`config.mk`:
```
export PLATFORM = sky130hd
export DESIGN_NAME = interval_timer
export DESIGN_NICKNAME = d
export VERILOG_FILES = /design/src/rtl/timer_pkg.sv /design/src/rtl/ptmr_prescale.sv /design/src/rtl/ptmr_count.sv /design/src/rtl/interval_timer.sv
export SDC_FILE = /design/constraint.sdc
export NUM_CORES = 1
export LEC_CHECK = 0
export ABC_CLOCK_PERIOD_IN_PS = 2000
export BUFFER_PORTS_ARGS = -buffer_cell sky130_fd_sc_hd__buf_2
export CAP_MARGIN = 25
export CORE_AREA = 2 2 66 68
export DETAILED_ROUTE_END_ITERATION = 12
export DIE_AREA = 0 0 68 70
export GPL_TIMING_DRIVEN = 0
export PLACE_DENSITY = 0.9
export SLEW_MARGIN = 20
export SYNTH_ARGS = -nofsm -noshare
export SYNTH_HDL_FRONTEND = slang
export SYNTH_HIERARCHICAL = 1
export SYNTH_SLANG_ARGS = --single-unit
export TNS_END_PERCENT = 1
```
`constraint.sdc`:
```
create_clock -name clk -period 2 [get_ports clk]
set_input_delay 0.2 -clock clk [delete_from_list [all_inputs] [get_ports clk]]
set_output_delay 0.2 -clock clk [all_outputs]
set_load 0.03 [all_outputs]
```
`src/rtl/timer_pkg.sv`:
```
package timer_pkg;
    typedef enum logic {
        MODE_HALT = 1'b0,
        MODE_RUN  = 1'b1
    } mode_e;

    localparam logic [1:0] ADDR_CTRL   = 2'd0;
    localparam logic [1:0] ADDR_RELOAD = 2'd1;
    localparam logic [1:0] ADDR_LIVE   = 2'd2;

    localparam int BIT_RUN  = 0;
    localparam int BIT_IEN  = 1;
    localparam int BIT_FLAG = 2;
endpackage

```
`src/rtl/ptmr_prescale.sv`:
```
module ptmr_prescale #(
    parameter int DIV = 4
) (
    input  logic clk,
    input  logic rst_n,
    input  logic run,
    input  logic lf_pulse,
    output logic tick
);
    localparam int PW = (DIV > 1) ? $clog2(DIV) : 1;
    localparam logic [PW-1:0] LAST = PW'(DIV - 1);

    logic [PW-1:0] phase_q;

    assign tick = run && lf_pulse && (phase_q == LAST);

    always_ff @(posedge clk or negedge rst_n) begin
        if (!rst_n) begin
            phase_q <= '0;
        end else if (run && lf_pulse) begin
            phase_q <= (phase_q == LAST) ? '0 : phase_q + PW'(1);
        end
    end

    // the phase holds while stopped
    assert_phase_frozen_R9: assert property (@(posedge clk) disable iff (!rst_n)
        !run |=> $stable(phase_q));
endmodule

```
`src/rtl/ptmr_count.sv`:
```
module ptmr_count #(
    parameter int W = 16
) (
    input  logic         clk,
    input  logic         rst_n,
    input  logic         tick,
    input  logic [W-1:0] hold,
    output logic [W-1:0] live,
    output logic         underflow
);
    logic [W-1:0] live_q;

    assign live      = live_q;
    assign underflow = tick && (live_q == '0);

    always_ff @(posedge clk or negedge rst_n) begin
        if (!rst_n) begin
            live_q <= '1;
        end else if (tick) begin
            live_q <= (live_q == '0) ? hold : live_q - W'(1);
        end
    end

    assert_decrement_R3: assert property (@(posedge clk) disable iff (!rst_n)
        (tick && live_q != '0) |=> live_q == $past(live_q) - W'(1));

    assert_reload_on_underflow_R5: assert property (@(posedge clk) disable iff (!rst_n)
        underflow |=> live_q == $past(hold));

    assert_stable_between_ticks_R2: assert property (@(posedge clk) disable iff (!rst_n)
        !tick |=> $stable(live_q));
endmodule

```
`src/rtl/interval_timer.sv`:
```
module interval_timer #(
    parameter int CNT_W = 16,
    parameter int DIV   = 4
) (
    input  logic             clk,
    input  logic             rst_n,
    input  logic             lf_pulse,
    input  logic             bus_wr,
    input  logic [1:0]       bus_addr,
    input  logic [CNT_W-1:0] bus_wdata,
    output logic [CNT_W-1:0] bus_rdata,
    output logic             irq
);
    import timer_pkg::*;

    mode_e            state_q, state_d;
    logic             ien_q, flag_q;
    logic [CNT_W-1:0] hold_q;
    logic [CNT_W-1:0] live;
    logic             tick, underflow;
    logic             wr_ctrl, wr_reload;

    assign wr_ctrl   = bus_wr && (bus_addr == ADDR_CTRL);
    assign wr_reload = bus_wr && (bus_addr == ADDR_RELOAD);

    // state register
    always_ff @(posedge clk or negedge rst_n) begin
        if (!rst_n) state_q <= MODE_HALT;
        else        state_q <= state_d;
    end

    // next state
    always_comb begin
        state_d = state_q;
        unique case (state_q)
            MODE_HALT: if (wr_ctrl &&  bus_wdata[BIT_RUN]) state_d = MODE_RUN;
            MODE_RUN:  if (wr_ctrl && !bus_wdata[BIT_RUN]) state_d = MODE_HALT;
            default:   state_d = MODE_HALT;
        endcase
    end

    // control and data registers
    always_ff @(posedge clk or negedge rst_n) begin
        if (!rst_n) begin
            ien_q  <= 1'b0;
            flag_q <= 1'b0;
            hold_q <= '1;
        end else begin
            if (wr_ctrl)   ien_q  <= bus_wdata[BIT_IEN];
            if (wr_reload) hold_q <= bus_wdata;
            if (underflow)
                flag_q <= 1'b1;
            else if (wr_ctrl && bus_wdata[BIT_FLAG])
                flag_q <= 1'b0;
        end
    end

    ptmr_prescale #(.DIV(DIV)) u_pre (
        .clk      (clk),
        .rst_n    (rst_n),
        .run      (state_q == MODE_RUN),
        .lf_pulse (lf_pulse),
        .tick     (tick)
    );

    ptmr_count #(.W(CNT_W)) u_cnt (
        .clk       (clk),
        .rst_n     (rst_n),
        .tick      (tick),
        .hold      (hold_q),
        .live      (live),
        .underflow (underflow)
    );

    // outputs
    always_comb begin
        bus_rdata = '0;
        unique case (bus_addr)
            ADDR_CTRL: begin
                bus_rdata[BIT_RUN]  = (state_q == MODE_RUN);
                bus_rdata[BIT_IEN]  = ien_q;
                bus_rdata[BIT_FLAG] = flag_q;
            end
            ADDR_RELOAD: bus_rdata = hold_q;
            ADDR_LIVE:   bus_rdata = live;
            default:     bus_rdata = '0;
        endcase
        irq = flag_q && ien_q;
    end

    assert_underflow_sets_flag_R7: assert property (@(posedge clk) disable iff (!rst_n)
        underflow |=> flag_q);

    assert_halt_freezes_R9: assert property (@(posedge clk) disable iff (!rst_n)
        (state_q == MODE_HALT) |=> $stable(live));

    assert_flag_sticky_R6: assert property (@(posedge clk) disable iff (!rst_n)
        (flag_q && !wr_ctrl) |=> flag_q);

    assert_reload_write_no_touch_R4: assert property (@(posedge clk) disable iff (!rst_n)
        (wr_reload && !tick) |=> $stable(live));
endmodule

```
==> reports/summary.txt, run 1 <==
status -> completed
Syn. warnings -> 6
CTS Buf Count -> 5
DRC -> 0
final hold violation count -> 0
critical path class -> flop to flop
FMAX -> 512 MHz
HPWL after DPL -> 3450 µm
Hold Buf Count CTS -> 0
Post-Syn Area -> 0.00221 mm²
fraction of layout cells with a size suffix above 1 -> 47.9%
Sw Ratio -> 38.6%
gpl congestion -> 0.898
peak supply drop -> 0.607 mV
Yosys reg bits -> 37
Hold Slack -> 0.000199 ns
Net Switching -> 1.24 mW
Cell variety after synth -> 45
clock period minus final worst setup slack -> 1.95 ns
initial antenna violation count -> 0
Internal Power -> 1.97 mW
IO Count -> 39
final cycle utilization of the critical path -> 97.7%
post-synthesis sequential area ratio -> 43.6%
Critical Path RT -> 2.22 ns
Synth Instances -> 210
synth top area cells -> dfstp_2 (38%), mux2_4 (6.8%), dfrtp_1 (5.6%)
ys flop type -> dfstp_2
worst skew pair latency -> 0.29 ns
clock sinks -> 37
most numerous cell in the Yosys netlist -> dfstp_2
Slew Limit Fails -> 0
Synth Area per Inst -> 10.5 µm²
worst slew pin tran -> 0.798 ns
FFs w/ async S/R, synth -> 100%
vias in the first global route -> 1729
die width -> 68 µm
Buffers on Ports -> 38
Die ar. -> 0.00476 mm²
relative slew slack -> 46.8%
clk_skew -> 0.00422 ns
TritonRoute pass-1 iters -> 4
DR vias/cell -> 5.94
top cell type by total area after synthesis -> dfstp_2
largest net degree at the start of global routing -> 38
Setup crit end kind -> flop
TritonCTS clock tree -> built
Layout Area Growth over Synthesis -> 20.2%
final number of setup-violating endpoints -> 0
first-pass GRT wire length -> 7980 µm
# diodes -> 0
CTS H-tree depth -> 2
Tot GR Track Use -> 22.1%
RSZ-0062 raised after global routing -> true
Max FO, Critical Path -> 8
Combinational Power Share -> 36.0%
Chip Height -> 70 µm
worst-case clock buffer depth -> 2
Leak -> 1.18 nW
sequential share of power -> 47.3%
max cap viols -> 0
final setup TNS -> 0 ns
top-area cell type share of the netlist area -> 38.0%
Worst-path clk slew -> 0.07 ns
# nets final -> 289
Total Wirelength -> 4900 µm
Clock Power Share -> 16.8%
wire per inst -> 15.7 µm
Std-Cell Rows -> 24
Hold WC Path Type -> input pin to asynchronous set/reset pin
syn nets -> 239
CP Launch Type -> flop
Routed Antenna Nets -> 0
r2r setup slk -> 0.05 ns
gr ovfl total -> 0
pwr/cell area -> 1210 mW/mm²
initial core utilization -> 53.4%
Root Buffer -> clkbuf_8
critical path arrival -> 2.18 ns
Via Count -> 1858
most instantiated cells after synthesis -> dfstp_2 (32), nor2_1 (22), a22oi_1 (13), nor2b_1 (13), a21oi_1 (11)
1st-iter DRT viols -> 153
Core ar. -> 0.00414 mm²
Post-synth EDFFs -> 0
-- area by class of cell --
type                       instances  area [µm²]
sequential                        37         966
inverter                           7        28.8
buffer                             9        61.3
clock buffer                       8        90.1
multi-input combinational        157        1220
fill                             328        1480
timing repair buffer              43         228
tap                               52        65.1
-- per-layer routing --
layer | vias to the layer above | routed length [µm] | share of wire (%) | global-route usage (%)
li1 | 873 | - | - | -
met1 | 916 | 2190 | 45 | 32.6
met2 | 61 | 2320 | 47 | 31.8
met3 | 8 | 323 | 6.6 | 4.99
met4 | 0 | 71 | 1.4 | 7.56
met5 | - | 0 | 0 | 0
-- worst paths after layout --
check | from | endpoint | depth (start not counted)
max in group asynchronous | rst_n | u_pre/phase_q[0]$_DFFE_PN0P_ | 1
min in group clk | bus_wdata[14] | hold_q[14]$_DFFE_PN1P_ | 2
min | rst_n | u_pre/phase_q[1]$_DFFE_PN0P_ | 1
min reg2reg | u_pre/phase_q[1]$_DFFE_PN0P_ | u_pre/phase_q[1]$_DFFE_PN0P_ | 1
max | u_cnt/live[0]$_DFFE_PN1P_ | u_cnt/live[8]$_DFFE_PN1P_ | 7
max reg2reg | u_cnt/live[0]$_DFFE_PN1P_ | u_cnt/live[8]$_DFFE_PN1P_ | 7
-- sequential cells by signal, indices dropped and copies added, names as in the netlist, named ones only --
signal,cells
hold_q,16
u_cnt/live,16
u_pre/phase_q,2
flag_q,1
ien_q,1
-- cells by family (layout without fill, tap and decap cells) --
logic type | count (synthesis) | after routing | synth area share, %
flip-flops | 37 | 37 | 43.6
adder cells (fa/ha/maj) | 7 | 7 | 3.95
buffers and inverters | 16 | 67 | 4.01
AND/OR/NAND/NOR | 79 | 79 | 21.0
AO/OA/AOI/OAI | 50 | 50 | 15.1
multiplexers | 21 | 21 | 12.3
-- worst max-delay path: stages, from the launching register on --
cell and delay [ns]:
dfstp_2 0.40, inv_1 0.12, ha_1 0.19, nor4b_2 0.28
nand4_1 0.41, o21ai_0 0.24, a21oi_1 0.10, a21oi_1 0.14
-- per-stage QoR --
step	cell area (µm²)	utilization [%]	setup slack (ns)	cells	power, mW
after floorplan	2210	-	0.258	210	2.25
after global placement	2470	59.6	0.0606	300	2.49
after detailed placement	2470	59.6	0.0152	300	2.56
after CTS	2560	61.9	0.0388	308	3.10
after global routing	2660	64.3	-0.0347	313	3.42
final	2660	64.3	0.0462	313	3.21
-- cell usage in the layout, fill, tap and decap left out, types with 2 or more instances in the layout --
cell type,count
and4_1,2
nor2_1,22
nand2_4,2
nor3_1,6
dfstp_2,32
a211oi_1,6
nor3_2,3
inv_1,6
a222oi_1,3
a21oi_1,11
nand2_1,9
o21ai_0,3
a22oi_1,13
buf_4,5
mux2_2,10
nand3_1,4
buf_2,41
dfrtp_1,5
a21o_1,2
o21ai_1,7
nand4_1,2
clkbuf_8,6
nor4_2,3
or4_1,2
nor2b_1,13
mux2_4,10
buf_6,3
ha_1,6
clkbuf_1,4
-- power by group through the flow --
stage	logic [mW]	clock network, mW	registers [mW]
5_1_grt	1.28	0.582	1.56
6_report	1.16	0.539	1.52
2_1_floorplan	0.865	0	1.39
3_3_place_gp	1.03	0	1.46
4_1_cts	1.08	0.544	1.48
3_5_place_dp	1.07	0	1.49
-- what timing repair did --
| action | in CTS | in global routing |
|---|---|---|
| setup buffers | 0 | 5 |
| endpoints found under the setup margin | 1 | 8 |
| pin swaps | 0 | 4 |
| resized for setup | 1 | 12 |
Power figures use the tool's default switching activity.
==> run 2, diff against run 1 <==
--- a/config.mk
+++ b/config.mk
@@ -13,6 +13,7 @@
 export DIE_AREA = 0 0 68 70
 export GPL_TIMING_DRIVEN = 0
 export PLACE_DENSITY = 0.9
+export RECOVER_POWER = 25
 export SLEW_MARGIN = 20
 export SYNTH_ARGS = -nofsm -noshare
 export SYNTH_HDL_FRONTEND = slang
==> reports/summary.txt, run 2 (synthesized netlist as in run 1, its figures left out) <==
Tot GR Track Use -> 22.1%
Setup crit end kind -> flop
Root Buffer -> clkbuf_8
Layout Area Growth over Synthesis -> 20.2%
Core ar. -> 0.00414 mm²
Worst-path clk slew -> 0.07 ns
Critical Path RT -> 2.23 ns
Hold Slack -> 0.129 ns
initial antenna violation count -> 0
worst skew pair latency -> 0.30 ns
Std-Cell Rows -> 24
# diodes -> 0
DRC -> 0
HPWL after DPL -> 3450 µm
failing checks -> max-capacitance violations, max-slew violations
clock sinks -> 37
GRT met1 Usage -> 32.6%
fraction of layout cells with a size suffix above 1 -> 47.5%
final hold violation count -> 0
Most common cell on crit path -> a21oi_1
worst slew pin tran -> 1.91 ns
commonest non-fill, non-tap cells in the layout -> buf_2 (40), dfstp_2 (32), nor2_1 (22)
global routing's busiest layer -> met1
status -> finished, violations left
critical path class -> flop to flop
RSZ-0062 raised after global routing -> true
Routed Antenna Nets -> 0
1st-iter DRT viols -> 164
WP buf/inv -> 1
GR Util met2 -> 31.8%
largest net degree at the start of global routing -> 38
gr ovfl total -> 0
Total Wirelength -> 4890 µm
initial core utilization -> 53.4%
DR vias/cell -> 5.91
Hold WC Path Type -> input pin to flop
CTS Buf Count -> 5
CTS H-tree depth -> 2
TritonRoute pass-1 iters -> 4
Slew Limit Fails -> 38
TritonCTS clock tree -> built
die width -> 68 µm
wire per inst -> 15.6 µm
met3 Resource Use GR -> 4.99%
relative slew slack -> -27.2%
Via Count -> 1851
peak supply drop -> 0.604 mV
CP peak stage delay -> 0.41 ns
gpl congestion -> 0.898
CP Launch Type -> flop
Chip Height -> 70 µm
FMAX -> 514 MHz
final cycle utilization of the critical path -> 97.3%
cell family with most CP delay -> simple AND/OR/NAND/NOR gates
max cap viols -> 1
critical path arrival -> 2.17 ns
# nets final -> 289
Buffers on Ports -> 38
critical path, cell by cell -> inv_1 -> ha_1 -> nor4b_2 -> nand4_1 -> o21ai_0 -> a21oi_1 -> a21oi_1
final number of setup-violating endpoints -> 0
first-pass GRT wire length -> 7980 µm
commonest non-fill, non-tap cell in the layout -> buf_2
worst-case clock buffer depth -> 2
clk_skew -> 0.00432 ns
vias in the first global route -> 1729
Leak -> 1.18 nW
final setup TNS -> 0 ns
clock period minus final worst setup slack -> 1.95 ns
CP max stage cell -> nand4_1
IO Count -> 39
Max FO, Critical Path -> 8
Die ar. -> 0.00476 mm²
pwr/cell area -> 1210 mW/mm²
==> run 2: cell types whose count changed in the layout (fill, tap and decap cells not counted) <==
cell / delta
buf_2: -1
clkbuf_1: +1
==> run 2: worst register-to-register path, stage by stage, from the launching register on <==
cell and delay, ns:
dfstp_2 0.39, inv_1 0.12, ha_1 0.19, nor4b_2 0.29, nand4_1 0.41, o21ai_0 0.24
a21oi_1 0.10, a21oi_1 0.14
==> run 2: metal layers <==
layer | part of all wire, % | vias up
met5 | 0 | -
met4 | 1.8 | 0
met3 | 5.1 | 8
met2 | 48 | 53
met1 | 45 | 915
li1 | - | 875
==> run 2: layout make-up <==
type / instances / area (µm²)
Buffer: 9 / 61.3
Tap cell: 52 / 65.1
Sequential cell: 37 / 966
Timing Repair Buffer: 43 / 226
Fill cell: 328 / 1480
Inverter: 7 / 28.8
Multi-Input combinational cell: 157 / 1220
Clock buffer: 8 / 90.1
==> run 2: what timing repair did <==
item	4_1_cts	5_1_grt
pin swaps	0	4
resized for setup	1	12
buffers inserted	0	5
endpoints found under the setup margin	1	8
hold buffers	0	0
endpoints found under the hold margin	0	0
==> run 2: path summary, 6_finish.rpt <==
path	slack, ns	cells past startpoint	startpoint	end
worst max-delay path	0.05	7	u_cnt/live[0]$_DFFE_PN1P_	u_cnt/live[8]$_DFFE_PN1P_
worst min-delay path	0.13	2	bus_wdata[14]	hold_q[14]$_DFFE_PN1P_
worst max register to register	0.05	7	u_cnt/live[0]$_DFFE_PN1P_	u_cnt/live[8]$_DFFE_PN1P_
worst min register to register	0.52	1	u_pre/phase_q[1]$_DFFE_PN0P_	u_pre/phase_q[1]$_DFFE_PN0P_
max in group asynchronous	0.48	1	rst_n	u_pre/phase_q[0]$_DFFE_PN0P_
min in group asynchronous	0.43	1	rst_n	u_pre/phase_q[1]$_DFFE_PN0P_
==> run 2: metrics by stage <==
step                utilization (%)  setup slack (ns)  cell area, µm²  instances  power (mW)
floorplan                         -             0.258            2210        210        2.25
global placement               59.6            0.0606            2470        300        2.49
detailed placement             59.6            0.0152            2470        300        2.56
CTS                            61.9            0.0388            2560        308        3.10
global route                   64.2           -0.0347            2660        313        3.42
finish                         64.2            0.0532            2660        313        3.21
==> run 2: power by group <==
| part | internal (mW) | switching [mW] |
|---|---|---|
| logic | 0.537 | 0.616 |
| clock network | 0.281 | 0.260 |
| registers | 1.15 | 0.363 |
==> run 3, diff against run 2 <==
--- a/config.mk
+++ b/config.mk
@@ -8,9 +8,9 @@
 export ABC_CLOCK_PERIOD_IN_PS = 2000
 export BUFFER_PORTS_ARGS = -buffer_cell sky130_fd_sc_hd__buf_2
 export CAP_MARGIN = 25
-export CORE_AREA = 2 2 66 68
+export CORE_AREA = 8 8 72 74
 export DETAILED_ROUTE_END_ITERATION = 12
-export DIE_AREA = 0 0 68 70
+export DIE_AREA = 0 0 80 82
 export GPL_TIMING_DRIVEN = 0
 export PLACE_DENSITY = 0.9
 export RECOVER_POWER = 25
==> reports/summary.txt, run 3 (synthesized netlist as in run 1, its figures left out) <==
relative slew slack -> -28.0%
origin of the critical flop-to-flop path -> u_cnt/live[0]$_DFFE_PN1P_
worst-case clock buffer depth -> 2
final cycle utilization of the critical path -> 96.7%
WHS Endpoint -> hold_q[14]$_DFFE_PN1P_
die width -> 80 µm
IO Count -> 39
Hold Buf Count CTS -> 0
Chip Height -> 82 µm
r2r setup slk -> 0.07 ns
post-layout util -> 62.5%
Worst R2R Path Depth -> 8
CTS H-tree depth -> 2
Root Buffer -> clkbuf_8
Core ar. -> 0.00414 mm²
Hold WC Path Type -> input pin to flop
commonest non-fill, non-tap cell in the layout -> buf_2
gpl congestion -> 0.932
gr ovfl total -> 0
# nets final -> 284
Via Count -> 1870
critical path, cell by cell -> inv_1 -> ha_1 -> nor4b_4 -> and4_1 -> nand2_2 -> inv_4 -> nor3_1 -> a211oi_1
Critical Path RT -> 2.19 ns
pwr/cell area -> 1220 mW/mm²
Setup crit end kind -> flop
DR vias/cell -> 6.07
DRC -> 0
worst slew pin tran -> 1.92 ns
Fillers -> 331
TritonCTS clock tree -> built
first-pass GRT wire length -> 8500 µm
worst skew pair latency -> 0.29 ns
# diodes -> 0
Die ar. -> 0.00656 mm²
CTS Buf Count -> 5
Slew Limit Fails -> 38
reg2reg end -> u_cnt/live[13]$_DFFE_PN1P_
multi-input logic area -> 0.00119 mm²
largest net degree at the start of global routing -> 38
final number of setup-violating endpoints -> 0
HPWL after DPL -> 3740 µm
max cap viols -> 1
critical path class -> flop to flop
final hold violation count -> 0
Std-Cell Rows -> 24
clock sinks -> 37
Max FO, Critical Path -> 8
clock period minus final worst setup slack -> 1.93 ns
Layout Area Growth over Synthesis -> 17.0%
failing checks -> max-capacitance violations, max-slew violations
cell family with most CP delay -> simple AND/OR/NAND/NOR gates
Hold Crit Depth -> 2
clk_skew -> 0.00506 ns
Leak -> 1.14 nW
commonest non-fill, non-tap cells in the layout -> buf_2 (40), dfstp_2 (32), nor2_1 (22)
Buffers on Ports -> 38
register area -> 966 µm²
FMAX -> 517 MHz
critical path arrival -> 2.12 ns
wire per inst -> 17.2 µm
TritonRoute pass-1 iters -> 4
peak supply drop -> 0.578 mV
Tot GR Track Use -> 16.5%
CP Launch Type -> flop
Hold Slack -> 0.138 ns
status -> finished, violations left
initial antenna violation count -> 0
1st-iter DRT viols -> 157
CP max stage cell -> dfstp_2
vias in the first global route -> 1898
Total Wirelength -> 5290 µm
Worst-path clk slew -> 0.07 ns
fraction of layout cells with a size suffix above 1 -> 44.9%
WP buf/inv -> 2
Power, Total -> 3.16 mW
hold path start -> bus_wdata[14]
initial core utilization -> 53.4%
CP peak stage delay -> 0.40 ns
Routed Antenna Nets -> 0
run 3: per-stage QoR:
| step | setup TNS, ns | worst slack (ns) | instance area [µm²] | instances |
|---|---|---|---|---|
| after floorplan | 0 | 0.258 | 2210 | 210 |
| after global placement | 0 | 0.0736 | 2470 | 300 |
| after detailed placement | 0 | 0.0416 | 2470 | 300 |
| after CTS | 0 | 0.0102 | 2560 | 308 |
| after global routing | -0.00292 | -0.00292 | 2590 | 308 |
| final | 0 | 0.0664 | 2590 | 308 |
run 3: what timing repair did:
action / in CTS / in global routing
buffers inserted: 0 / 0
setup endpoints to repair: 0 / 6
resized for setup: 0 / 6
run 3: power by group:
group / leakage, nW / internal [mW] / switching, mW
registers: 0.396 / 1.15 / 0.359
clock network: 0.0455 / 0.281 / 0.248
logic: 0.699 / 0.515 / 0.608
total: 1.14 / 1.95 / 1.21
run 3: final cells by class:
cell class	count	share of cell area, %
inverter	7	1.11
timing repair buffer	38	7.29
sequential	37	37.3
buffer	9	2.37
tap	52	2.51
clock buffer	8	3.48
multi-input combinational	157	46.0
run 3: worst max path at each step:
stage | from | end | cells past startpoint
floorplan | u_pre/phase_q[0]$_DFFE_PN0P_ | u_cnt/live[12]$_DFFE_PN1P_ | 7
global placement | u_pre/phase_q[0]$_DFFE_PN0P_ | u_cnt/live[12]$_DFFE_PN1P_ | 7
detailed placement | u_pre/phase_q[0]$_DFFE_PN0P_ | u_cnt/live[12]$_DFFE_PN1P_ | 7
CTS | u_cnt/live[0]$_DFFE_PN1P_ | u_cnt/live[13]$_DFFE_PN1P_ | 8
global route | u_pre/phase_q[0]$_DFFE_PN0P_ | u_cnt/live[14]$_DFFE_PN1P_ | 7
finish | u_cnt/live[0]$_DFFE_PN1P_ | u_cnt/live[13]$_DFFE_PN1P_ | 8
run 3: routing by layer:
| layer | track usage (%) | vias up | wire (µm) |
|---|---|---|---|
| li1 | - | 864 | - |
| met1 | 20.1 | 943 | 2350 |
| met2 | 27.4 | 55 | 2610 |
| met3 | 3.83 | 8 | 246 |
| met4 | 6.91 | 0 | 80 |
| met5 | 0 | - | 0 |
